**src/rtl/qbp_pkg.sv**
```systemverilog
// Shared definitions for the port drive sequencer.
// Assumes: nothing beyond IEEE 1800-2017.
package qbp_pkg;
    // Source returned on a port read.
    typedef enum logic {
        RD_LATCH = 1'b0,
        RD_PAD   = 1'b1
    } rd_src_e;
endpackage

```
**src/rtl/qbp_latch.sv**
```systemverilog
// Output latch for a bank of pins, plus detection of 0-to-1 bit changes.
// Assumes: a write takes effect on the rising edge where wr_en is high.
module qbp_latch #(
    parameter int WIDTH = 8
) (
    input  logic             clk,
    input  logic             rst_n,
    input  logic             wr_en,
    input  logic [WIDTH-1:0] wr_data,
    output logic [WIDTH-1:0] lat_q,
    output logic [WIDTH-1:0] rise_req,
    output logic [WIDTH-1:0] clr_req
);
    // Latch storage; reset leaves every pin released high.
    always_ff @(posedge clk) begin
        if (!rst_n)     lat_q <= '1;
        else if (wr_en) lat_q <= wr_data;
    end

    // Bits going from 0 to 1, and bits being written to 0, on this edge.
    always_comb begin
        rise_req = wr_en ? (wr_data & ~lat_q) : '0;
        clr_req  = wr_en ? ~wr_data : '0;
    end
endmodule

```
**src/rtl/qbp_boost.sv**
```systemverilog
// Per-pin timer that produces the strong pull-up window after a rising write.
// Assumes: PULSE_LEN >= 1; rise and clr are never both high.
module qbp_boost #(
    parameter int PULSE_LEN = 2
) (
    input  logic clk,
    input  logic rst_n,
    input  logic rise,
    input  logic clr,
    output logic boost
);
    localparam int CW = (PULSE_LEN < 2) ? 1 : $clog2(PULSE_LEN + 1);

    logic [CW-1:0] cnt;

    // Load on a rising write, cancel on a zero write, otherwise count down.
    always_ff @(posedge clk) begin
        if (!rst_n)         cnt <= '0;
        else if (rise)      cnt <= CW'(PULSE_LEN);
        else if (clr)       cnt <= '0;
        else if (cnt != '0) cnt <= cnt - 1'b1;
    end

    // The window stays open while cycles remain.
    assign boost = (cnt != '0);
endmodule

```
**src/rtl/qbp_sync.sv**
```systemverilog
// Two-flop synchroniser for asynchronous pad levels.
// Assumes: each bit is sampled on its own; multi-bit coherence is not needed.
module qbp_sync #(
    parameter int WIDTH = 8
) (
    input  logic             clk,
    input  logic             rst_n,
    input  logic [WIDTH-1:0] d,
    output logic [WIDTH-1:0] q
);
    logic [WIDTH-1:0] meta;

    // Two register stages; reset to the idle-high pad level.
    always_ff @(posedge clk) begin
        if (!rst_n) begin
            meta <= '1;
            q    <= '1;
        end else begin
            meta <= d;
            q    <= meta;
        end
    end
endmodule

```
**src/rtl/qbp_port.sv**
```systemverilog
// Drive sequencer for a bank of quasi-bidirectional pins: latch, boost timers,
// enable decode and the read path.
// Assumes: clk is the oscillator clock; pad_in is asynchronous to it.
module qbp_port #(
    parameter int              WIDTH     = 8,
    parameter int              PULSE_LEN = 2,
    parameter qbp_pkg::rd_src_e READ_SRC = qbp_pkg::RD_LATCH
) (
    input  logic             clk,
    input  logic             rst_n,
    input  logic             wr_en,
    input  logic [WIDTH-1:0] wr_data,
    input  logic             rd_en,
    input  logic [WIDTH-1:0] pad_in,
    output logic [WIDTH-1:0] rd_data,
    output logic [WIDTH-1:0] drv_low,
    output logic [WIDTH-1:0] drv_high,
    output logic [WIDTH-1:0] keep_high
);
    localparam int RUN_W = $clog2(PULSE_LEN + 2);

    logic [WIDTH-1:0] lat_q, rise_req, clr_req, boost, pad_sync, read_val;

    qbp_latch #(.WIDTH(WIDTH)) u_latch (
        .clk(clk), .rst_n(rst_n), .wr_en(wr_en), .wr_data(wr_data),
        .lat_q(lat_q), .rise_req(rise_req), .clr_req(clr_req)
    );

    qbp_sync #(.WIDTH(WIDTH)) u_sync (
        .clk(clk), .rst_n(rst_n), .d(pad_in), .q(pad_sync)
    );

    for (genvar i = 0; i < WIDTH; i++) begin : g_pin
        qbp_boost #(.PULSE_LEN(PULSE_LEN)) u_boost (
            .clk(clk), .rst_n(rst_n), .rise(rise_req[i]), .clr(clr_req[i]),
            .boost(boost[i])
        );

        // Counts consecutive strong-drive cycles, for the length check only.
        logic [RUN_W-1:0] run;
        always_ff @(posedge clk) begin
            if (!rst_n)                                run <= '0;
            else if (!drv_high[i])                     run <= '0;
            else if (run <= RUN_W'(PULSE_LEN))         run <= run + 1'b1;
        end


        one_enable_chk: assert property (@(posedge clk) disable iff (!rst_n)
            $countones({drv_low[i], drv_high[i], keep_high[i]}) == 1);

        boost_start_chk: assert property (@(posedge clk) disable iff (!rst_n)
            (wr_en && wr_data[i] && !lat_q[i]) |=> drv_high[i]);

        boost_len_chk: assert property (@(posedge clk) disable iff (!rst_n)
            drv_high[i] |-> (run < RUN_W'(PULSE_LEN)));

        no_retrigger_chk: assert property (@(posedge clk) disable iff (!rst_n)
            (wr_en && wr_data[i] && lat_q[i] && !drv_high[i]) |=> !drv_high[i]);

        reset_quiet_chk: assert property (@(posedge clk)
            !rst_n |=> (!drv_high[i] && keep_high[i]));
    end

    // Decode the latch and the boost window into the three pad enables.
    always_comb begin
        drv_low   = ~lat_q;
        drv_high  = lat_q & boost;
        keep_high = lat_q & ~boost;
    end

    // Read source picked by the pin class, gated by the read select.
    always_comb begin
        read_val = (READ_SRC == qbp_pkg::RD_PAD) ? pad_sync : lat_q;
        rd_data  = rd_en ? read_val : '0;
    end
endmodule

```
**config.mk**
```make
export PLATFORM = sky130hd
export DESIGN_NAME = qbp_port
export DESIGN_NICKNAME = d
export VERILOG_FILES = /design/src/rtl/qbp_pkg.sv /design/src/rtl/qbp_latch.sv /design/src/rtl/qbp_boost.sv /design/src/rtl/qbp_sync.sv /design/src/rtl/qbp_port.sv
export SDC_FILE = /design/constraint.sdc
export NUM_CORES = 1
export LEC_CHECK = 0
export CAP_MARGIN = 40
export CORE_MARGIN = 3
export CORE_UTILIZATION = 40
export DETAILED_ROUTE_END_ITERATION = 6
export DONT_BUFFER_PORTS = 1
export PLACE_DENSITY = 0.55
export SLEW_MARGIN = 20
export SYNTH_ARGS = -nofsm -noshare
export SYNTH_HDL_FRONTEND = slang
export SYNTH_SLANG_ARGS = --single-unit
export TNS_END_PERCENT = 30
```
**constraint.sdc**
```tcl
create_clock -name clk -period 1 [get_ports clk]
set_clock_uncertainty 0.15 [all_clocks]
set_input_delay 0.15 -clock clk [delete_from_list [all_inputs] [get_ports clk]]
set_output_delay 0.15 -clock clk [all_outputs]
set_load 0.02 [all_outputs]
```
-- Word level (Yosys, flattened, before mapping)
Cells that the tools add are included.
- output and inout bits: 32
- word-level logic and storage cells: 83
- register bits: 24
- input bits: 20
- muxes and demuxes: 27
- reductions and logical operators: 24
- $add $sub $neg: 8
- bitwise operators: 7
- operator list (cell ; number):
    $mux 2 ; 24
    $and 8x8->8 ; 3
    $mux 8 ; 3
    $not 8->8 ; 3
    $reduce_bool 3->1 ; 8
    $reduce_or 3->1 ; 8
    $reduce_bool 2->1 ; 8
    $sub 2x1->2 const B ; 8
    $not 1->1 ; 1

-- Depth between registers and ports, before layout
- depth in word-level cells: 4
- depth in mapped cells: 4
- depth with buffers taken out: 2

-- Cells and area by module
Synthesis repeated with hierarchy kept, for this count alone.
- cells, all modules: 139
- area, all modules: 1209.9 µm²
- by module, submodules not included (module ; instances ; area each (µm²) ; cells each):
    qbp_boost ; 8 ; 80.1 ; 8
    qbp_latch ; 1 ; 389.1 ; 43
    qbp_port ; 1 ; 180.2 ; 32

-- Least setup slack after synthesis
Ideal clock, no wire load.
- kind: register -> output
- start point: reg u_latch.lat_q[0]
- end point: out keep_high[0]
- slack: -307 ps
- arrival: 1007 ps
- data required time: 700 ps
- cell stages (with the launch flop): 3
- cell sequence: dfxtp_1 -> inv_1 -> nor3_1
- cells in the longest elaborated chain, start to end: 1
- ends and longest elaborated chain (item ; line ; source):
    start, declared ; qbp_latch.sv:10 ; output logic [WIDTH-1:0] lat_q,
    start signal, assigned ; qbp_latch.sv:17 ; else if (wr_en) lat_q <= wr_data;
    $and 8x8->8 ; qbp_port.sv:68 ; keep_high = lat_q & ~boost;
    end, declared ; qbp_port.sv:18 ; output logic [WIDTH-1:0] keep_high
No other way between the ends.

-- Final worst setup path
- start point: reg g_pin[7].u_boost.cnt[1]
- end point: out keep_high[7]
- cells in the longest elaborated chain, start to end: 3
- ends and longest elaborated chain (item ; line ; source):
    start, declared ; qbp_boost.sv:14 ; logic [CW-1:0] cnt;
    start signal, assigned ; qbp_boost.sv:19 ; else if (rise) cnt <= CW'(PULSE_LEN);
    start signal, assigned ; qbp_boost.sv:21 ; else if (cnt != '0) cnt <= cnt - 1'b1;
    $reduce_bool 2->1 ; qbp_boost.sv:25 ; assign boost = (cnt != '0);
    $not 8->8 ; qbp_port.sv:68 ;
    $and 8x8->8 ; qbp_port.sv:68 ;
No other way between the ends.

==> results list <==
- Synthesis instantiated 19 different standard cells from the library.
* Number of pins exceeding their max-slew limit in the final report: 0
* CP required: 0.70 ns
- The synthesized netlist occupies a cell area of 0.001200 mm^2.
- At the end of routability-driven placement, the weighted congestion stood at between 0.7 and 0.8.
- Max Fanout on Critical Path: 4
- Overall power consumption after layout is estimated at approximately 2.1 mW.
- In this run, CTS created clock tree buffers numbering 3.
- Synth Warn #: 0
* Violated checks: negative hold slack, negative setup slack
* Number of antenna violations at the first check in global routing: 0
* Sw power: 0.5551 mW
* Library cell used as clock root buffer: sky130_fd_sc_hd__clkbuf_4
- Setup violations remaining at the end of the flow were counted as 39.
- Grouping stages by cell kind, the critical path spends the most delay in flip-flops.
- Counting every sink on the clock net gives 24.
- STA classifies the critical path endpoint as a primary output.
* WHS: -0.2589 ns
- Area of the die: 0.003693 mm^2
- Before antenna repair, the detailed router went through 4 iterations.
- The share of total power dissipated in combinational logic is 19.9%.
- Top Ports: between 50 and 60
* Area Growth Syn to Fin: 54.85%
- Switching portion of total power: 26.41%
- TritonCTS clock tree: built
- Peak supply drop: 0.0005812 V
- Nets: roughly 190
- In this run the worst hold path is classified as in -> reg.
- 0 antenna diodes ended up in the layout.
* Mean instance size in the synthesized netlist: 8.450 um^2
- Ys async rst share: 0%
- Max-cap viol count: 0
* Buffer depth of the longest clock path: 2
* Number of routed nets with antenna violations: 0
* Pin count of the biggest net entering global routing: 33
- Cell types occupying the most area after synthesis: sky130_fd_sc_hd__dfxtp_1, sky130_fd_sc_hd__a211oi_2, sky130_fd_sc_hd__nand2_1, sky130_fd_sc_hd__nor2_1, sky130_fd_sc_hd__nor2b_4
* Crit path arrival time: ~1 ns
- The first global-routing pass estimated 4443 um of wire.
- On the critical path, the stage with the largest delay is an instance of sky130_fd_sc_hd__dfxtp_4.
* Result of the run: complete, but fails checks
- Post-route minimum period: roughly 1.3 ns
- Summing all non-filler instances in the final layout gives an area of 0.001858 mm^2.
- For this block, the initial DRC count from the detailed router was 44.
- Filler cells: 240
- Register bit total from synthesis: 24
* Commonest cells in the synthesized netlist: sky130_fd_sc_hd__dfxtp_1, sky130_fd_sc_hd__nand2_1, sky130_fd_sc_hd__nor2_1, sky130_fd_sc_hd__a211oi_2, sky130_fd_sc_hd__inv_1
* Average wire per standard cell: 13.73 um
- The number of global-route vias before repair came to 1065.
- After clock tree synthesis, the clock-pin slew on the worst setup and hold paths is 0.14 ns.
- Total placed instance area: approximately 0.0014 mm^2
- Via count normalized by instance count: 5.207
- Relative contribution of sequential cells to total power: ~47%
- Global routing used 15.81% of the available tracks across all layers.
- Port-buffer cells: 0
- The HPWL after detailed placement is approximately 1800 um.
- Path type of the worst setup path: reg -> out
- Share of final-layout standard cells stronger than drive strength 1: 76.65%
- The later pin in the worst-skew pair is clocked with a latency of 0.31 ns.
- Post-route DRC: 0
* Internal power contribution: roughly 1.5 mW
- Cell row count: 19
- For the pin with the worst max-slew slack, the measured transition is between 0.4 and 0.5 ns.
- Synthesized instance count: 142
* Power density of the placed cells: 1131 mW/mm^2
- Summed over all layers, the routed wires come to approximately 2700 um.
- Setup slack on the critical path of the routed design comes to -0.2875 ns.
- Gr ovfl total: 0
* Number of flops mapped to enable cells by yosys: 0
- In this run the tightest slew margin relative to its limit is 71.63%.
* Clock power share: approximately a third
- Standby leakage power: roughly 0.76 nW
- The routed layout has just over 1k vias.
- Based on the critical path, the design can be clocked at up to between 0.7 and 0.8 GHz.
* Nets in the synthesized netlist: 162
* RSZ-0062 raised after global routing: yes
- In the synthesized netlist the dominant register cell turns out to be sky130_fd_sc_hd__dfxtp_1.
* Delay of the slowest cell on the worst path: 0.39 ns
- In this run the number of H-tree levels came out at 1.
- The region available for standard cell placement spans 0.002805 mm^2.
- The biggest area contributor in the post-synthesis netlist is sky130_fd_sc_hd__dfxtp_1.
- Startpoint type of the worst setup path: flip-flop
- Die Width: 60.77 um
- Once the floorplan was initialized, standard cells occupied 42.77% of the core.
* Die span in y: 60.77 um
* Fin crit share: 128.7%
- Number of hold-slack violations in the final timing report: 24
- Cells along the critical path: nor3_4
* Fraction of post-synthesis cell area in the top cell type by area: 40.04%
* Worst path buffer plus inverter count: 0
* Register area share after synthesis: around 40%
-- worst paths after layout --
path,endpoint,startpoint,cells past startpoint,slack [ns]
worst max register to register,g_pin[7].u_boost.cnt[1],u_latch.lat_q[7],4,-0.14
worst max-delay path,keep_high[7],g_pin[7].u_boost.cnt[1],1,-0.29
worst min-delay path,u_latch.lat_q[1],rst_n,1,-0.26
worst min register to register,g_pin[5].u_boost.cnt[0],g_pin[5].u_boost.cnt[0],1,0.31
-- layout by cell type (no fill, tap or decap), types with 3 or more instances in the layout --
master,n
sky130_fd_sc_hd__a211oi_2,14
sky130_fd_sc_hd__and2_4,8
sky130_fd_sc_hd__buf_4,15
sky130_fd_sc_hd__buf_6,11
sky130_fd_sc_hd__clkbuf_4,3
sky130_fd_sc_hd__dfxtp_2,4
sky130_fd_sc_hd__dfxtp_4,20
sky130_fd_sc_hd__inv_2,4
sky130_fd_sc_hd__inv_4,4
sky130_fd_sc_hd__nand2_1,22
sky130_fd_sc_hd__nand2b_4,6
sky130_fd_sc_hd__nor2_1,4
sky130_fd_sc_hd__nor2_2,6
sky130_fd_sc_hd__nor2_4,14
sky130_fd_sc_hd__nor2b_4,4
sky130_fd_sc_hd__nor3_4,8
sky130_fd_sc_hd__o21ai_0,4
-- per-stage QoR --
stage | setup TNS (ns) | hold WS [ns] | cells | setup slack (ns) | utilization [%]
2_1_floorplan | -0.3558 | 0.1500 | 142 | -0.05118 | -
4_1_cts | -8.289 | -0.2722 | 196 | -0.3472 | 62.49
6_report | -7.436 | -0.2589 | 198 | -0.2875 | 66.24
5_1_grt | -9.602 | -0.2883 | 198 | -0.3545 | 66.24
3_5_place_dp | -0.04580 | 0.06440 | 182 | -0.01100 | 50.27
3_3_place_gp | -0.01218 | 0.06211 | 182 | -0.008731 | 50.27
-- cells by family (layout without fill, tap and decap cells) --
kind of cell | after synthesis | in the layout | share of synthesized area [%]
flip-flops | 24 | 24 | 40.04
AND/OR/NAND/NOR | 80 | 80 | 34.20
AO/OA/AOI/OAI | 24 | 24 | 18.56
buffers and inverters | 14 | 39 | 7.194
-- final cells by class --
class | instances | area [um^2] | share of cell area, %
clock buffer | 3 | 22.52 | 1.212
clock inverter | 1 | 30.03 | 1.616
inverter | 9 | 43.79 | 2.357
multi-input combinational | 104 | 925.9 | 49.83
sequential | 24 | 560.5 | 30.17
tap | 31 | 38.79 | 2.088
timing repair buffer | 26 | 236.5 | 12.73
-- state kept, by name, indices dropped and copies added, names as in the netlist --
signal and count:
u_latch.lat_q 8, g_pin.u_boost.cnt 16
-- power by group through the flow --
stage | Sequential (mW) | Combinational (mW) | Clock (mW)
after CTS | 0.989 | 0.399 | 0.720
after detailed placement | 1.04 | 0.313 | 0
after floorplan | 1.03 | 0.294 | 0
after global placement | 1.04 | 0.309 | 0
after global routing | 0.987 | 0.449 | 0.775
final | 0.982 | 0.419 | 0.701
-- what timing repair did --
item                                    4_1_cts  5_1_grt
cloned                                        0        0
hold endpoints to repair                     24       24
gates resized for setup                      89       24
pin swaps                                    19       16
buffers inserted                             10        2
endpoints found under the setup margin       33       45
-- layer usage --
metal | vias to the layer above | routed length (um) | track usage, %
met5 | - | 0 | 0
met2 | 32 | 1475 | 30.38
met3 | 2 | 168 | 4.043
met4 | 0 | 10 | 3.715
li1 | 523 | - | -
met1 | 474 | 1064 | 17.12
Power figures use the tool's default switching activity.
